File: src/rtl/eep_pkg.sv
package eep_pkg;
  typedef enum logic [1:0] {
    OP_EXT   = 2'b00,
    OP_WRITE = 2'b01,
    OP_READ  = 2'b10,
    OP_ERASE = 2'b11
  } op_e;

  typedef enum logic [2:0] {
    PK_NONE, PK_WRITE, PK_ERASE, PK_ERAL, PK_WRAL
  } prog_e;

  // Reset-time content of word idx.
  function automatic logic [31:0] fill_word(input int unsigned idx, input logic [31:0] seed);
    return seed ^ (idx * 32'd257);
  endfunction

  // Commands that write all ones.
  function automatic logic is_clear(input prog_e k);
    return (k == PK_ERASE) || (k == PK_ERAL);
  endfunction

  // Commands that touch every word.
  function automatic logic is_bulk(input prog_e k);
    return (k == PK_ERAL) || (k == PK_WRAL);
  endfunction
endpackage

File: src/rtl/eep_prog_timer.sv
module eep_prog_timer #(
  parameter int T_PROG = 200
) (
  input  logic clk,
  input  logic rst_n,
  input  logic start,
  output logic busy,
  output logic done
);
  localparam int CTW = (T_PROG > 2) ? $clog2(T_PROG) : 1;

  logic [CTW-1:0] cnt_q;

  assign done = busy && (cnt_q == '0);

  always_ff @(posedge clk or negedge rst_n) begin
    if (!rst_n) begin
      busy  <= 1'b0;
      cnt_q <= '0;
    end else if (start) begin
      busy  <= 1'b1;
      cnt_q <= CTW'(T_PROG - 1);
    end else if (busy) begin
      if (done) busy <= 1'b0;
      else      cnt_q <= cnt_q - 1'b1;
    end
  end
endmodule

File: src/rtl/eep_array.sv
module eep_array
  import eep_pkg::*;
#(
  parameter int          AW        = 6,
  parameter int          DW        = 16,
  parameter logic [31:0] FILL_SEED = 32'h0000A5C3
) (
  input  logic          clk,
  input  logic          rst_n,
  input  logic          we_one,
  input  logic          we_all,
  input  logic [AW-1:0] waddr,
  input  logic [DW-1:0] wdata,
  input  logic [AW-1:0] raddr,
  output logic [DW-1:0] rdata
);
  localparam int DEPTH = 1 << AW;

  logic [DW-1:0] mem [DEPTH];

  for (genvar g = 0; g < DEPTH; g++) begin : g_word
    always_ff @(posedge clk or negedge rst_n) begin
      if (!rst_n)
        mem[g] <= DW'(fill_word(g, FILL_SEED));
      else if (we_all || (we_one && (waddr == AW'(g))))
        mem[g] <= wdata;
    end
  end

  assign rdata = mem[raddr];
endmodule

File: src/rtl/eep_frame.sv
module eep_frame
  import eep_pkg::*;
#(
  parameter int AW = 6,
  parameter int DW = 16
) (
  input  logic          clk,
  input  logic          rst_n,
  input  logic          cs,
  input  logic          sk,
  input  logic          di,
  input  logic          busy,
  input  logic [DW-1:0] rd_word,
  output logic [AW-1:0] rd_addr,
  output logic          prog_start,
  output prog_e         kind,
  output logic [AW-1:0] tgt_addr,
  output logic [DW-1:0] tgt_data,
  output logic          wen,
  output logic          do_o,
  output logic          do_oe
);
  localparam int HL  = 2 + AW;
  localparam int LEN = (HL > DW) ? HL : DW;
  localparam int CW  = $clog2(LEN) + 1;

  typedef enum logic [2:0] {S_IDLE, S_START, S_HDR, S_DATA, S_READ, S_DONE} st_e;

  st_e           st_q;
  logic          cs_q, sk_q, wen_q, armed_q, stat_q, dbit_q;
  logic [CW-1:0] cnt_q;
  logic [HL-1:0] hdr_q;
  logic [DW-1:0] dat_q, rsh_q;
  prog_e         kind_q;
  logic [AW-1:0] addr_q;

  logic          sk_rise, cs_fall;
  logic [HL-1:0] hdr_next;
  op_e           op_w;
  logic [1:0]    ext_w;

  assign sk_rise    = cs && sk && !sk_q;
  assign cs_fall    = cs_q && !cs;
  assign hdr_next   = {hdr_q[HL-2:0], di};
  assign op_w       = op_e'(hdr_next[HL-1 -: 2]);
  assign ext_w      = hdr_next[AW-1 -: 2];
  assign rd_addr    = hdr_next[AW-1:0];
  assign prog_start = cs_fall && armed_q && wen_q;
  assign kind       = kind_q;
  assign tgt_addr   = addr_q;
  assign tgt_data   = dat_q;
  assign wen        = wen_q;
  assign do_oe      = cs && ((st_q == S_READ) || (st_q == S_START && stat_q));
  assign do_o       = do_oe && ((st_q == S_READ) ? dbit_q : !busy);

  always_ff @(posedge clk or negedge rst_n) begin
    if (!rst_n) begin
      st_q    <= S_IDLE;
      cs_q    <= 1'b0;
      sk_q    <= 1'b0;
      wen_q   <= 1'b0;
      armed_q <= 1'b0;
      stat_q  <= 1'b0;
      dbit_q  <= 1'b0;
      cnt_q   <= '0;
      hdr_q   <= '0;
      dat_q   <= '0;
      rsh_q   <= '0;
      kind_q  <= PK_NONE;
      addr_q  <= '0;
    end else begin
      cs_q <= cs;
      sk_q <= sk;
      if (!cs) begin
        st_q    <= S_IDLE;
        armed_q <= 1'b0;
        if (prog_start) stat_q <= 1'b1;
      end else if (st_q == S_IDLE) begin
        st_q <= S_START;
      end else if (sk_rise) begin
        unique case (st_q)
          S_START: if (di && !busy) begin
            st_q   <= S_HDR;
            cnt_q  <= '0;
            stat_q <= 1'b0;
          end
          S_HDR: begin
            hdr_q <= hdr_next;
            cnt_q <= cnt_q + 1'b1;
            if (cnt_q == CW'(HL - 1)) begin
              addr_q <= hdr_next[AW-1:0];
              cnt_q  <= '0;
              st_q   <= S_DONE;
              unique case (op_w)
                OP_READ: begin
                  rsh_q  <= rd_word;
                  dbit_q <= 1'b0;
                  st_q   <= S_READ;
                end
                OP_WRITE: begin
                  kind_q <= PK_WRITE;
                  st_q   <= S_DATA;
                end
                OP_ERASE: begin
                  kind_q  <= PK_ERASE;
                  armed_q <= 1'b1;
                end
                OP_EXT: begin
                  unique case (ext_w)
                    2'b11: wen_q <= 1'b1;
                    2'b00: wen_q <= 1'b0;
                    2'b10: begin
                      kind_q  <= PK_ERAL;
                      armed_q <= 1'b1;
                    end
                    2'b01: begin
                      kind_q <= PK_WRAL;
                      st_q   <= S_DATA;
                    end
                  endcase
                end
              endcase
            end
          end
          S_DATA: begin
            dat_q <= {dat_q[DW-2:0], di};
            cnt_q <= cnt_q + 1'b1;
            if (cnt_q == CW'(DW - 1)) begin
              armed_q <= 1'b1;
              st_q    <= S_DONE;
            end
          end
          S_READ: begin
            dbit_q <= rsh_q[DW-1];
            rsh_q  <= {rsh_q[DW-2:0], 1'b0};
          end
          default: ;
        endcase
      end
    end
  end
endmodule

File: src/rtl/eep_serial_slave.sv
module eep_serial_slave
  import eep_pkg::*;
#(
  parameter int          AW        = 6,
  parameter int          DW        = 16,
  parameter int          T_PROG    = 200,
  parameter logic [31:0] FILL_SEED = 32'h0000A5C3
) (
  input  logic clk,
  input  logic rst_n,
  input  logic cs,
  input  logic sk,
  input  logic di,
  output logic do_o,
  output logic do_oe
);
  logic          busy, done, prog_start, wen;
  prog_e         kind;
  logic [AW-1:0] tgt_addr, rd_addr;
  logic [DW-1:0] tgt_data, rd_word, wval;
  logic          we_one, we_all;

  eep_frame #(.AW(AW), .DW(DW)) u_frame (
    .clk(clk), .rst_n(rst_n), .cs(cs), .sk(sk), .di(di), .busy(busy),
    .rd_word(rd_word), .rd_addr(rd_addr), .prog_start(prog_start),
    .kind(kind), .tgt_addr(tgt_addr), .tgt_data(tgt_data), .wen(wen),
    .do_o(do_o), .do_oe(do_oe)
  );

  eep_prog_timer #(.T_PROG(T_PROG)) u_timer (
    .clk(clk), .rst_n(rst_n), .start(prog_start), .busy(busy), .done(done)
  );

  assign we_all = done && is_bulk(kind);
  assign we_one = done && !is_bulk(kind) && (kind != PK_NONE);
  assign wval   = is_clear(kind) ? {DW{1'b1}} : tgt_data;

  eep_array #(.AW(AW), .DW(DW), .FILL_SEED(FILL_SEED)) u_array (
    .clk(clk), .rst_n(rst_n), .we_one(we_one), .we_all(we_all),
    .waddr(tgt_addr), .wdata(wval), .raddr(rd_addr), .rdata(rd_word)
  );
endmodule

File: config.mk
export PLATFORM = sky130hd
export DESIGN_NAME = eep_serial_slave
export DESIGN_NICKNAME = d
export VERILOG_FILES = /design/src/rtl/eep_pkg.sv /design/src/rtl/eep_prog_timer.sv /design/src/rtl/eep_array.sv /design/src/rtl/eep_frame.sv /design/src/rtl/eep_serial_slave.sv
export SDC_FILE = /design/constraint.sdc
export NUM_CORES = 2
export LEC_CHECK = 0
export CORE_MARGIN = 2
export CORE_UTILIZATION = 35
export DETAILED_ROUTE_END_ITERATION = 16
export PLACE_DENSITY_LB_ADDON = 0.08
export RECOVER_POWER = 100
export SLEW_MARGIN = 20
export SYNTH_ARGS = -nofsm -noshare
export SYNTH_HDL_FRONTEND = slang
export SYNTH_SLANG_ARGS = --single-unit
File: constraint.sdc
create_clock -name clk -period 3.59 [get_ports clk]
set_input_delay 1.077 -clock clk [delete_from_list [all_inputs] [get_ports clk]]
set_output_delay 1.077 -clock clk [all_outputs]
set_load 0.01 [all_outputs]
==> results.md <==
* CTS tree: built
* Share of post-route cells with drive strength above 1 at 0.6315
* DR iter-0 viols at 1484
* Flops & latches, synth at 1095
* Crit path kind: input pin to primary output
* Core Util, Final at 0.4007
* I/O pin count at 7
* Core Rows at 140
* Most frequent cells after synthesis: 931 x mux2_2, 576 x dfstp_2, 519 x dfrtp_1
* Xor/xnor cell area share of the yosys netlist at 0.001189
* Final WS setup at 0.2319 ns
* Sink Count at 1095
* RSZ-0062 raised after global routing: false
* Reg clk slew, reported paths at 0.05 ns
* Critical Path RT at 2.51 ns
* Outcome: complete, but fails checks
* Share of synthesized flip-flops with an asynchronous set or reset at 1.000
* CTS Buf Count at 132
* Drc violations at 0
* Critical Path Fanout Max at 2
* Failing checks: capacitance limit, slew limit
* Drt first pass iters at 5
* M1 WL at 67650 µm
* Die Wd at 387.9 µm
* NumNets Final at 3416
* Synth Area in Simple Gates at 0.02923
* Ys Warns at 0
* Final wirelength at 151600 µm
* Clk root buf: clkbuf_16
* Seq/Total Area, Yosys at 0.5453
* GRT Util Overall at 0.2040
* Vias in the first global route at 32270
* Latest clock arrival within the worst-skew pair at 0.77 ns
* Antenna Nets Post-Route at 0
* Synth top area share at 0.2935
* Slew headroom at -0.3021
* TNS Setup at 0 ns
* Ys flop type: dfstp_2
* Count of buffers from port buffering at 6
* Die ar. at 150400 µm²
* Vias per std cell at 5.398
* Post-CTS Hold Buffers at 0
* Critical Path Start Type: input pin
* Yosys cell types at 65
* Largest net degree at the start of global routing at 150
* Fmax at 0.2978 GHz
* Clock Tree Buf Depth at 3
* Post-synthesis compound-gate area fraction at 0.03433
* Worst Hold Class: flop to flop
* Critical Path End Type: primary output
* Post-synth EDFFs at 0
* Total grt overflow at 0
* Top Metal Used: met4
* Mapped Area at 51570 µm²
* Max H-tree Level at 4
* Post-synthesis mux area share at 0.3570
* Area Overhead vs Synth at 13.38%
* Dominant cell type by area after synthesis: dfstp_2
* Hold_ws at 0.4814 ns
* Adder-cell area share of the yosys netlist at 0.002669
* Max-Cap Viols at 1
* Placement Setup Slack at -0.1588 ns
* First-pass GRT wire length at 226800 µm
* Maximum resistive drop on vdd at 0.3569 mV
* Die extent in y at 387.9 µm
* Largest family of logic cells by synthesized area: multiplexers
* Most common cell in the synthesized netlist: mux2_2
* Core area at 145900 µm²
* Metal2 WL at 76120 µm
* Post-Syn Instances at 3346
* Power Density at 452.1 nW/µm²
* Fillers at 13430
* Via Count at 29340
* Mean area per synthesized cell at 15.41 µm²
* Number of antenna violations at the first check in global routing at 2
* Register-to-Register Setup Slack at 0.28 ns
* Routability cong. at 0.8256
* Leak at 24.96 nW
* WL/cell at 27.90 µm
* Setup Skew at 0.02647 ns
* Met3 wire length at 4186 µm
* Area contributors post-synth: dfstp_2 29%, dfrtp_1 25%, mux2_2 20%
* Min Tclk post-route at 3.358 ns
* Starting Density at 0.3534
* Period utilisation layout at 0.9354
* Pins Over Slew Limit at 36
* Slew of the pin with the lowest slew margin at 1.953 ns
* Final setup viols at 0
* Worst endpoint data arrival time at 2.28 ns
* Final Hold Vio Count at 0
* Mapped Nets at 3362
* Post-layout power at 26.44 mW
* DPL Wire Length at 97410 µm
-- registers in the layout, summed over array words and instances (netlist names) --
register	count
u_array.mem	1024
u_frame.kind	3
u_frame.dbit_q	1
u_frame.cnt_q	5
u_timer.busy	1
u_frame.tgt_addr	6
u_frame.sk_q	1
u_frame.rsh_q	16
u_frame.tgt_data	16
u_timer.cnt_q	8
u_frame.armed_q	1
u_frame.wen	1
u_frame.cs_q	1
u_frame.st_q	3
u_frame.hdr_q	7
u_frame.stat_q	1
-- area by class of cell --
| cell class | instances | area [µm²] | share of cell area |
|---|---|---|---|
| antenna | 6 | 15.01 | 0.0002568 |
| clock buffer | 208 | 4045 | 0.06918 |
| clock inverter | 38 | 402.9 | 0.006890 |
| inverter | 16 | 60.06 | 0.001027 |
| multi-input combinational | 1940 | 21450 | 0.3668 |
| sequential | 1095 | 28140 | 0.4812 |
| tap | 1917 | 2399 | 0.04102 |
| timing repair buffer | 215 | 1964 | 0.03360 |
-- stage by stage --
step           instance area [µm²]  std cells
6_report                     58470       5435
5_1_grt                      58460       5429
4_1_cts                      59380       5429
3_5_place_dp                 54920       5181
3_3_place_gp                 54920       5181
2_1_floorplan                51570       3346
-- timing repair --
item | in CTS | in global routing
gates resized for setup | 5 | 0
setup endpoints to repair | 2 | 0
buffers inserted | 2 | 0
-- worst paths after layout --
check,from,end,cells after the start
hold / removal,u_array.mem[810],u_array.mem[810],1
max in group asynchronous,rst_n,u_array.mem[398],3
setup / recovery,cs,do_o,5
hold reg to reg,u_array.mem[810],u_array.mem[810],1
min in group asynchronous,rst_n,u_array.mem[996],1
setup reg to reg,u_frame.hdr_q[3],u_frame.rsh_q[9],8
-- routing by layer --
layer | vias to the layer above | track usage
li1 | 12480 | -
met1 | 16200 | 0.2704
met2 | 446 | 0.3475
met3 | 211 | 0.03034
met4 | 0 | 0.05618
met5 | - | 0
-- critical path, stage by stage --
cell,delay (ns)
clkdlybuf4s50_1,0.49
nor3b_1,0.19
buf_4,0.14
o211a_1,0.12
dlygate4sd2_1,0.27
-- logic make-up (layout without fill, tap and decap cells) --
| group | Yosys count | after routing |
|---|---|---|
| AOI/OAI and AO/OA | 240 | 240 |
| xor gates and xnor gates | 7 | 7 |
| adders and majority gates | 11 | 11 |
| buffers and inverters | 311 | 477 |
| DFF | 1095 | 1095 |
| muxes | 1363 | 1363 |
| other | 0 | 6 |
| and+or+nand+nor | 319 | 319 |
-- layout by cell type (no fill, tap or decap), types with 11 or more instances in the layout --
| cell | instances |
|---|---|
| mux2_2 | 929 |
| dfstp_2 | 576 |
| dfrtp_1 | 514 |
| mux4_2 | 252 |
| nand2_1 | 144 |
| clkbuf_16 | 137 |
| mux2_1 | 108 |
| buf_4 | 97 |
| o21ai_0 | 87 |
| mux2i_1 | 59 |
| clkbuf_1 | 53 |
| nor2_1 | 45 |
| nand3_1 | 39 |
| buf_12 | 38 |
| o22ai_1 | 36 |
| clkbuf_8 | 35 |
| clkbuf_2 | 35 |
| a21oi_1 | 30 |
| clkbuf_4 | 20 |
| clkinv_2 | 18 |
| or2_2 | 16 |
| a211oi_1 | 16 |
| a31oi_1 | 16 |
| mux2_4 | 15 |
| nor3_1 | 15 |
| inv_1 | 13 |
| nor2b_1 | 11 |
| ha_1 | 11 |
-- power breakdown --
part | total, mW | switching [mW] | leakage (nW) | internal [mW]
Combinational | 0.465 | 0.359 | 9.62 | 0.106
Sequential | 12.4 | 0.00267 | 13.1 | 12.4
Clock | 13.6 | 5.40 | 2.20 | 8.19
Total | 26.4 | 5.76 | 25.0 | 20.7
Note: power is estimated with default switching activity, not from simulation.
